**src/rtl/chan_irq_pkg.sv**
```systemverilog
package chan_irq_pkg;
  localparam int unsigned ADDR_W = 2;
  localparam int unsigned NUM_GRP = 2;

  typedef enum logic [ADDR_W-1:0] {
    REG_PEND  = 2'd0,
    REG_MASK0 = 2'd1,
    REG_MASK1 = 2'd2,
    REG_FLAGS = 2'd3
  } reg_sel_e;

  localparam int unsigned FLAG_GRP0 = 0;
  localparam int unsigned FLAG_GRP1 = 1;
  localparam int unsigned FLAG_BASE = 2;
endpackage

```
**src/rtl/cia_pending.sv**
```systemverilog
module cia_pending #(
  parameter int unsigned NUM_CH = 8
) (
  input  logic              clk,
  input  logic              rst,
  input  logic [NUM_CH-1:0] req,
  input  logic              wr_en,
  input  logic [NUM_CH-1:0] wdata,
  output logic [NUM_CH-1:0] pend
);
  logic [NUM_CH-1:0] kept;

  // zero in write data clears, one keeps; arriving requests override
  always_comb begin
    kept = wr_en ? (pend & wdata) : pend;
  end

  always_ff @(posedge clk) begin
    if (rst) pend <= '0;
    else     pend <= kept | req;
  end
endmodule

```
**src/rtl/cia_group_line.sv**
```systemverilog
module cia_group_line #(
  parameter int unsigned NUM_CH = 8
) (
  input  logic              clk,
  input  logic              rst,
  input  logic [NUM_CH-1:0] pend,
  input  logic              mask_wr,
  input  logic [NUM_CH-1:0] mask_wdata,
  input  logic              flag_clr,
  output logic [NUM_CH-1:0] mask,
  output logic              flag
);
  logic any_now;
  logic any_q;

  assign any_now = |(pend & mask);

  always_ff @(posedge clk) begin
    if (rst) begin
      mask  <= '0;
      any_q <= 1'b0;
      flag  <= 1'b0;
    end else begin
      if (mask_wr) mask <= mask_wdata;
      any_q <= any_now;
      if (any_now && !any_q) flag <= 1'b1;
      else if (flag_clr)     flag <= 1'b0;
    end
  end
endmodule

```
**src/rtl/cia_event_flag.sv**
```systemverilog
module cia_event_flag (
  input  logic clk,
  input  logic rst,
  input  logic set,
  input  logic clr,
  output logic flag
);
  always_ff @(posedge clk) begin
    if (rst)      flag <= 1'b0;
    else if (set) flag <= 1'b1;
    else if (clr) flag <= 1'b0;
  end
endmodule

```
**src/rtl/cia_dma_strobe.sv**
```systemverilog
module cia_dma_strobe #(
  parameter int unsigned NUM_SRC = 9
) (
  input  logic               clk,
  input  logic               rst,
  input  logic [NUM_SRC-1:0] ev,
  output logic [NUM_SRC-1:0] strb
);
  always_ff @(posedge clk) begin
    if (rst) strb <= '0;
    else     strb <= ev;
  end
endmodule

```
**src/rtl/chan_irq_aggregator.sv**
```systemverilog
module chan_irq_aggregator
  import chan_irq_pkg::*;
#(
  parameter int unsigned NUM_CH = 8
) (
  input  logic              clk,
  input  logic              rst,
  input  logic [NUM_CH-1:0] chan_req,
  input  logic              base_rst_req,
  input  logic              base_ovf_req,
  input  logic              reg_wr_en,
  input  logic [ADDR_W-1:0] reg_addr,
  input  logic [NUM_CH-1:0] reg_wdata,
  output logic [NUM_CH-1:0] reg_rdata,
  output logic              irq_grp0,
  output logic              irq_grp1,
  output logic              irq_base,
  output logic [NUM_CH:0]   dma_req
);
  localparam int unsigned NUM_SRC = NUM_CH + 1;

  logic [NUM_CH-1:0]  pend_q;
  logic [NUM_CH-1:0]  mask_q [NUM_GRP];
  logic [NUM_GRP-1:0] grp_flag;
  logic [NUM_CH-1:0]  mask0_q;
  logic [NUM_CH-1:0]  mask1_q;
  logic               wr_pend;
  logic               wr_flags;
  logic               base_ev;
  logic [NUM_CH-1:0]  flags_view;

  assign wr_pend  = reg_wr_en && (reg_addr == REG_PEND);
  assign wr_flags = reg_wr_en && (reg_addr == REG_FLAGS);
  assign base_ev  = base_rst_req || base_ovf_req;

  cia_pending #(.NUM_CH(NUM_CH)) u_pend (
    .clk   (clk),
    .rst   (rst),
    .req   (chan_req),
    .wr_en (wr_pend),
    .wdata (reg_wdata),
    .pend  (pend_q)
  );

  for (genvar g = 0; g < NUM_GRP; g++) begin : g_grp
    logic mask_wr;
    logic flag_clr;
    assign mask_wr  = reg_wr_en && (reg_addr == ADDR_W'(g + 1));
    assign flag_clr = wr_flags && !reg_wdata[g];
    cia_group_line #(.NUM_CH(NUM_CH)) u_line (
      .clk        (clk),
      .rst        (rst),
      .pend       (pend_q),
      .mask_wr    (mask_wr),
      .mask_wdata (reg_wdata),
      .flag_clr   (flag_clr),
      .mask       (mask_q[g]),
      .flag       (grp_flag[g])
    );
  end

  cia_event_flag u_base (
    .clk  (clk),
    .rst  (rst),
    .set  (base_ev),
    .clr  (wr_flags && !reg_wdata[FLAG_BASE]),
    .flag (irq_base)
  );

  cia_dma_strobe #(.NUM_SRC(NUM_SRC)) u_dma (
    .clk  (clk),
    .rst  (rst),
    .ev   ({base_ev, chan_req}),
    .strb (dma_req)
  );

  assign mask0_q  = mask_q[0];
  assign mask1_q  = mask_q[1];
  assign irq_grp0 = grp_flag[FLAG_GRP0];
  assign irq_grp1 = grp_flag[FLAG_GRP1];

  always_comb begin
    flags_view = '0;
    flags_view[FLAG_GRP0] = grp_flag[FLAG_GRP0];
    flags_view[FLAG_GRP1] = grp_flag[FLAG_GRP1];
    flags_view[FLAG_BASE] = irq_base;
  end

  always_ff @(posedge clk) begin
    if (rst) begin
      reg_rdata <= '0;
    end else begin
      case (reg_addr)
        REG_PEND:  reg_rdata <= pend_q;
        REG_MASK0: reg_rdata <= mask0_q;
        REG_MASK1: reg_rdata <= mask1_q;
        default:   reg_rdata <= flags_view;
      endcase
    end
  end
endmodule

```
**config.mk**
```make
export PLATFORM = sky130hd
export DESIGN_NAME = chan_irq_aggregator
export DESIGN_NICKNAME = d
export VERILOG_FILES = /design/src/rtl/chan_irq_pkg.sv /design/src/rtl/cia_pending.sv /design/src/rtl/cia_group_line.sv /design/src/rtl/cia_event_flag.sv /design/src/rtl/cia_dma_strobe.sv /design/src/rtl/chan_irq_aggregator.sv
export SDC_FILE = /design/constraint.sdc
export NUM_CORES = 1
export LEC_CHECK = 0
export BUFFER_PORTS_ARGS = -buffer_cell sky130_fd_sc_hd__buf_4
export CORE_ASPECT_RATIO = 1.75
export CORE_MARGIN = 2
export CORE_UTILIZATION = 30
export CTS_BUF_LIST = sky130_fd_sc_hd__clkbuf_4 sky130_fd_sc_hd__clkbuf_8
export DETAILED_ROUTE_END_ITERATION = 16
export RECOVER_POWER = 25
export SLEW_MARGIN = 20
export SYNTH_ARGS = -nofsm -noshare
export SYNTH_HDL_FRONTEND = slang
export SYNTH_HIERARCHICAL = 1
export SYNTH_SLANG_ARGS = --single-unit
export TNS_END_PERCENT = 50
```
**constraint.sdc**
```tcl
create_clock -name clk -period 2.9 [get_ports clk]
set_input_delay 0.58 -clock clk [delete_from_list [all_inputs] [get_ports clk]]
set_output_delay 0.58 -clock clk [all_outputs]
set_load 0.005 [all_outputs]
```
==> impl_metrics.env, run 1 <==
export IMPL_critPathCaptureType="register"
export IMPL_p_total_uw=1330
export IMPL_fmax_mhz=624
export IMPL_synth_seq_area_share=0.473
export IMPL_critPathTopFamily="simple AND/OR/NAND/NOR gates"
export IMPL_num_rows=38
export IMPL_worst_pin_slew_ns=1.07
export IMPL_setup_tns_final_ns=0
export IMPL_synth_area_um2=1950
export IMPL_critPathMaxStageDelay_ns=0.39
export IMPL_cts_buffers=5
export IMPL_ys_ff_latch=46
export IMPL_cts_root_buffer="clkbuf_8"
export IMPL_maxCapViolCount=0
export IMPL_p_clk_frac=0.366
export IMPL_hold_violations=0
export IMPL_reg2reg_from="u_pend/pend[1]"
export IMPL_clk_latency_ns=0.30
export IMPL_critical_path_class="in2reg"
export IMPL_via_per_inst=4.59
export IMPL_synth_compound_area_frac=0.129
export IMPL_ant_nets=0
export IMPL_synthMuxAreaShare=0.126
export IMPL_dr_pass1_iters=4
export IMPL_diodes=0
export IMPL_dieHeight_um=111
export IMPL_synth_cell_types=27
export IMPL_clock_path_buffers=2
export IMPL_drt_total_wl_mm=4.00
export IMPL_period_share=0.553
export IMPL_leakage_uw=0.000981
export IMPL_post_cts_resized=0
export IMPL_routedWlPerCell_um=13.4
export IMPL_core_um2=6230
export IMPL_intPower_uw=1030
export IMPL_grt_use_total=0.119
export IMPL_irDropWorstVdd_mv=0.224
export IMPL_mostFrequentLayoutCells="dfxtp_1 (46), buf_4 (44), nor2_1 (33), mux2i_1 (17), nor2b_1 (13)"
export IMPL_startpoint="reg_addr[0]"
export IMPL_drive_gt1_frac=0.353
export IMPL_required_ns=3.05
export IMPL_combPwrFrac=0.114
export IMPL_dp_hpwl_mm=2.88
export IMPL_syn_to_final_growth_pct=23.8
export IMPL_fin_crit_ns=1.60
export IMPL_grt_ovfl_total=0
export IMPL_clkSlewWorstSetupHoldPaths_ns=0.09
export IMPL_layout_commonest_cell="dfxtp_1"
export IMPL_startpoint_type="input port"
export IMPL_crit_end="g_grp[0].u_line/mask[7]"
export IMPL_cts_tree="yes"
export IMPL_synth_simple_area_share=0.233
export IMPL_crit_buf_inv=2
export IMPL_synth_cells=176
export IMPL_dieArea_um2=7180
export IMPL_synth_top_family_by_area="simple AND/OR/NAND/NOR gates"
export IMPL_die_x_um=64.9
export IMPL_switchingPower_uw=306
export IMPL_clkSinkCount=46
export IMPL_maxSlewViolCount=0
export IMPL_hp_class="reg2reg"
export IMPL_vias=1369
export IMPL_ios=43
export IMPL_path_depth=6
export IMPL_io_buffers=42
export IMPL_fin_skew_ns=0.0112
export IMPL_syn_avg_cell_area_um2=11.1
export IMPL_initial_core_util=0.313
export IMPL_cts_setup_buffers=0
export IMPL_antenna_found_initial=0
export IMPL_worstPathArrival_ns=1.75
export IMPL_rsz0062_at_grt="no"
export IMPL_r2r_end="reg_rdata[1]"
export IMPL_grt_max_degree=48
export IMPL_reg2reg_slack_ns=1.73
export IMPL_power_density_nw_per_um2=552
export IMPL_first_global_vias=1290
export IMPL_nNetsFinal=241
export IMPL_final_core_util=0.387
export IMPL_synthXorXnorAreaFrac=0
export IMPL_setup_viol=0
export IMPL_synthAdderAreaFrac=0
export IMPL_fillers=633
export IMPL_gp_congestion=0.714
export IMPL_status="finished clean"
export IMPL_cts_hold_fix_buffers=0
export IMPL_syn_nets=199
export IMPL_drt_iter0_markers=13
export IMPL_synth_warnings=6
export IMPL_crit_slowest_cell="nor2_1"
export IMPL_rr_worst_depth=2
export IMPL_htreeDepth=2
export IMPL_path_max_fanout=21
export IMPL_p_seq_frac=0.520
export IMPL_drc_errors=0
export IMPL_slew_headroom=0.289
export IMPL_swShare=0.230
export IMPL_grt_pass1_wl_mm=6.52
export IMPL_crit_chain="buf_4 > nand2_1 > nor2_1 > buf_4 > mux2i_1 > nor2_1"
cells by family (layout without fill, tap and decap cells):
kind of cell           count (synthesis)  count (layout)
DFF                                   46              46
buffers and inverters                 13              55
and+or+nand+nor                       74              74
muxes                                 20              20
AOI/OAI and AO/OA                     23              23
area by class of cell:
| type | count | area, um^2 | share of cell area |
|---|---|---|---|
| Tap cell | 80 | 100 | 0.0415 |
| Sequential cell | 46 | 921 | 0.382 |
| Clock buffer | 6 | 82.6 | 0.0342 |
| Timing Repair Buffer | 45 | 335 | 0.139 |
| Clock inverter | 1 | 30.0 | 0.0124 |
| Multi-Input combinational cell | 117 | 932 | 0.386 |
| Inverter | 3 | 11.3 | 0.00467 |
worst min-delay path by stage:
stage                     startpoint              endpoint  slack, ns  cells past startpoint
2_1_floorplan  g_grp[0].u_line/any_q  g_grp[0].u_line/flag       0.45                      2
3_3_place_gp   g_grp[1].u_line/any_q  g_grp[1].u_line/flag       0.45                      2
3_5_place_dp   g_grp[1].u_line/any_q  g_grp[1].u_line/flag       0.46                      2
4_1_cts        g_grp[0].u_line/any_q  g_grp[0].u_line/flag       0.49                      2
5_1_grt        g_grp[1].u_line/any_q  g_grp[1].u_line/flag       0.51                      2
6_report       g_grp[0].u_line/any_q  g_grp[0].u_line/flag       0.48                      2
flip-flops by register name, indices dropped and copies added (netlist names):
register,cells
g_grp.u_line/any_q,2
g_grp.u_line/flag,2
g_grp.u_line/mask,16
reg_rdata,8
u_base/flag,1
u_dma/strb,9
u_pend/pend,8
power by group through the flow:
stage	clock network [uW]	registers, uW	logic (uW)
finish	487	693	152
global route	518	698	167
CTS	505	694	157
detailed placement	0	709	156
global placement	0	708	154
floorplan	0	704	84.5
worst reg2reg max path, cell delays in order, from the launching register on:
cell	delay (ns)
dfxtp_1	0.36
mux4_1	0.52
nor2b_1	0.14
Yosys cell counts, drive strengths merged:
cell type	number	share of area
dfxtp	46	0.47
nor2	33	0.064
mux2i	17	0.087
nor2b	14	0.049
a211oi	9	0.035
buf	9	0.031
a22oi	8	0.060
nor3b	8	0.049
nor3	7	0.036
nand2b	5	0.016
inv	3	0.0058
mux4	3	0.039
a22o	2	0.0090
a41oi	2	0.017
and2b	2	0.0077
nand2	2	0.0039
nand3	2	0.0051
a21oi	1	0.0045
clkbuf	1	0.0019
o31ai	1	0.0039
or2	1	0.0032
through the flow:
stage                     std cells  hold WS (ns)  cell area (um^2)  setup slack (ns)
after floorplan                 176         0.446              1950              1.21
after global placement          291         0.452              2320              1.05
after detailed placement        291         0.464              2320              1.01
after CTS                       298         0.486              2430              1.32
after global routing            298         0.511              2410              1.18
final                           298         0.480              2410              1.30
metal layers:
metal,global-route usage,vias up,share of wire
li1,-,692,-
met1,0.140,649,0.40
met2,0.199,23,0.55
met3,0.0244,5,0.034
met4,0.0596,0,0.024
met5,0,-,0
(Power assumes the default switching activity.)
==> run 2: changes to the inputs <==
Clock period 2.9 ns to 1.6 ns, I/O delays scaled along.
==> run 2 against run 1 <==
  * Cell count increased by 0.34%
  * Register-to-register slack got worse by 1.3 ns
  * Clock power increased by 39%
  * Largest cell class unchanged
  * Critical path depth decreased by 3
  * Core utilization decreased by 0.44 points
  * Clock skew decreased by 0.0029 ns
  * Non-clock buffer count increased by 1
  * Flip-flop and latch count unchanged
  * Worst hold slack got worse by 0.23 ns
  * Global-route usage increased by 0.23 points
  * Critical path type unchanged
==> impl_metrics.env, run 2 (synthesis gave the netlist of run 1 again) <==
export IMPL_required_ns=1.80
export IMPL_grt_util_met3=0.0316
export IMPL_intPower_uw=1650
export IMPL_num_rows=38
export IMPL_via_per_inst=4.60
export IMPL_clk_latency_ns=0.31
export IMPL_final_core_util=0.383
export IMPL_crit_slowest_cell="clkbuf_2"
export IMPL_irDropWorstVdd_mv=0.522
export IMPL_grtUsageMet2=0.205
export IMPL_crit_end="g_grp[1].u_line/mask[5]"
export IMPL_status="finished clean"
export IMPL_dr_pass1_iters=4
export IMPL_startpoint="rst"
export IMPL_grt_ovfl_total=0
export IMPL_r2r_end="reg_rdata[0]"
export IMPL_rsz0062_at_grt="no"
export IMPL_regMostFlops="g_grp.u_line/mask"
export IMPL_cts_tree="yes"
export IMPL_clock_path_buffers=2
export IMPL_clkSinkCount=46
export IMPL_biggestRegsByFlops="g_grp.u_line/mask x16, u_dma/strb x9"
export IMPL_layout_commonest_cell="dfxtp_1"
export IMPL_io_buffers=42
export IMPL_worstPathArrival_ns=1.47
export IMPL_mostFrequentLayoutCells="dfxtp_1 (46), buf_4 (43), nor2_1 (33), mux2i_1 (17), nor2b_1 (13)"
export IMPL_routedWlPerCell_um=13.3
export IMPL_path_max_fanout=36
export IMPL_setup_viol=0
export IMPL_vias=1374
export IMPL_dp_hpwl_mm=2.91
export IMPL_die_x_um=64.9
export IMPL_fin_crit_ns=1.28
export IMPL_syn_to_final_growth_pct=22.4
export IMPL_grt_use_total=0.121
export IMPL_path_depth=3
export IMPL_power_density_nw_per_um2=926
export IMPL_ant_nets=0
export IMPL_period_share=0.797
export IMPL_p_clk_frac=0.306
export IMPL_cts_buffers=5
export IMPL_hold_violations=0
export IMPL_diodes=0
export IMPL_critPathCaptureType="register"
export IMPL_maxSlewViolCount=0
export IMPL_fmax_mhz=784
export IMPL_post_cts_resized=0
export IMPL_leakage_uw=0.000971
export IMPL_combPwrFrac=0.125
export IMPL_crit_buf_inv=2
export IMPL_htreeDepth=2
export IMPL_setup_tns_final_ns=0
export IMPL_swShare=0.251
export IMPL_drive_gt1_frac=0.361
export IMPL_p_seq_frac=0.569
export IMPL_crit_path_frequent_cell="clkbuf_2"
export IMPL_drt_total_wl_mm=3.99
export IMPL_core_um2=6230
export IMPL_first_global_vias=1315
export IMPL_clkSlewWorstSetupHoldPaths_ns=0.08
export IMPL_largest_register_ffs=16
export IMPL_nNetsFinal=242
export IMPL_rr_worst_depth=2
export IMPL_startpoint_type="input port"
export IMPL_reg2reg_slack_ns=0.48
export IMPL_hp_class="in2reg"
export IMPL_met1_usage=0.130
export IMPL_fin_skew_ns=0.00823
export IMPL_cts_setup_buffers=0
export IMPL_initial_core_util=0.313
export IMPL_maxCapViolCount=0
export IMPL_crit_chain="clkbuf_2 > clkbuf_2 > nor2_1"
export IMPL_gp_congestion=0.698
export IMPL_antenna_found_initial=0
export IMPL_drc_errors=0
export IMPL_drt_iter0_markers=21
export IMPL_worst_pin_slew_ns=0.873
export IMPL_cts_hold_fix_buffers=0
export IMPL_grt_max_degree=37
export IMPL_switchingPower_uw=555
export IMPL_critPathTopFamily="buffers and inverters"
export IMPL_reg2reg_from="u_pend/pend[0]"
export IMPL_ios=43
export IMPL_grt_pass1_wl_mm=6.58
export IMPL_dieHeight_um=111
export IMPL_cts_root_buffer="clkbuf_8"
export IMPL_dieArea_um2=7180
export IMPL_slew_headroom=0.418
export IMPL_critical_path_class="in2reg"
export IMPL_critPathMaxStageDelay_ns=0.65
export IMPL_grt_busiest_layer="met2"
-- run 2: how the worst min path moves through the flow --
stage | from | endpoint | depth (start not counted)
after floorplan | rst | u_base/flag | 1
after global placement | g_grp[1].u_line/any_q | g_grp[1].u_line/flag | 2
after detailed placement | g_grp[0].u_line/any_q | g_grp[0].u_line/flag | 2
after CTS | chan_req[6] | u_dma/strb[6] | 2
after global routing | chan_req[5] | u_dma/strb[5] | 2
final | chan_req[5] | u_dma/strb[5] | 2
-- run 2: power by group through the flow --
| stage | sequential (uW) | clock [uW] | combinational [uW] |
|---|---|---|---|
| 6_report | 1260 | 676 | 275 |
| 5_1_grt | 1270 | 742 | 301 |
| 4_1_cts | 1260 | 712 | 284 |
| 3_5_place_dp | 1290 | 0 | 284 |
| 3_3_place_gp | 1290 | 0 | 278 |
| 2_1_floorplan | 1280 | 0 | 153 |
-- run 2: area by class of cell --
cell class	instances	area [um^2]
Clock buffer	5	68.8
Clock inverter	2	10.0
Fill cell	633	3840
Inverter	3	11.3
Multi-Input combinational cell	117	936
Sequential cell	46	921
Tap cell	80	100
Timing Repair Buffer	46	338
-- run 2: through the flow --
| stage | std cells | cell area (um^2) | hold WS, ns | worst slack (ns) | total power, uW |
|---|---|---|---|---|---|
| 2_1_floorplan | 176 | 1950 | 0.382 | 0.174 | 1430 |
| 3_3_place_gp | 292 | 2330 | 0.451 | 0.227 | 1560 |
| 3_5_place_dp | 292 | 2330 | 0.460 | 0.227 | 1570 |
| 4_1_cts | 299 | 2410 | 0.240 | 0.422 | 2250 |
| 5_1_grt | 299 | 2380 | 0.242 | 0.237 | 2310 |
| 6_report | 299 | 2380 | 0.247 | 0.324 | 2210 |
-- run 2: layer usage --
metal  vias up  routed length (um)  part of all wire
met1       645                1580              0.40
met3         5                 125             0.031
met4         0                 115             0.029
met2        25                2170              0.54
met5         -                   0                 0
li1        699                   -                 -
-- run 2: worst reg2reg max path, stage by stage (launching register included) --
cell     delay [ns]
dfxtp_1        0.38
mux4_1         0.49
nor2b_1        0.14
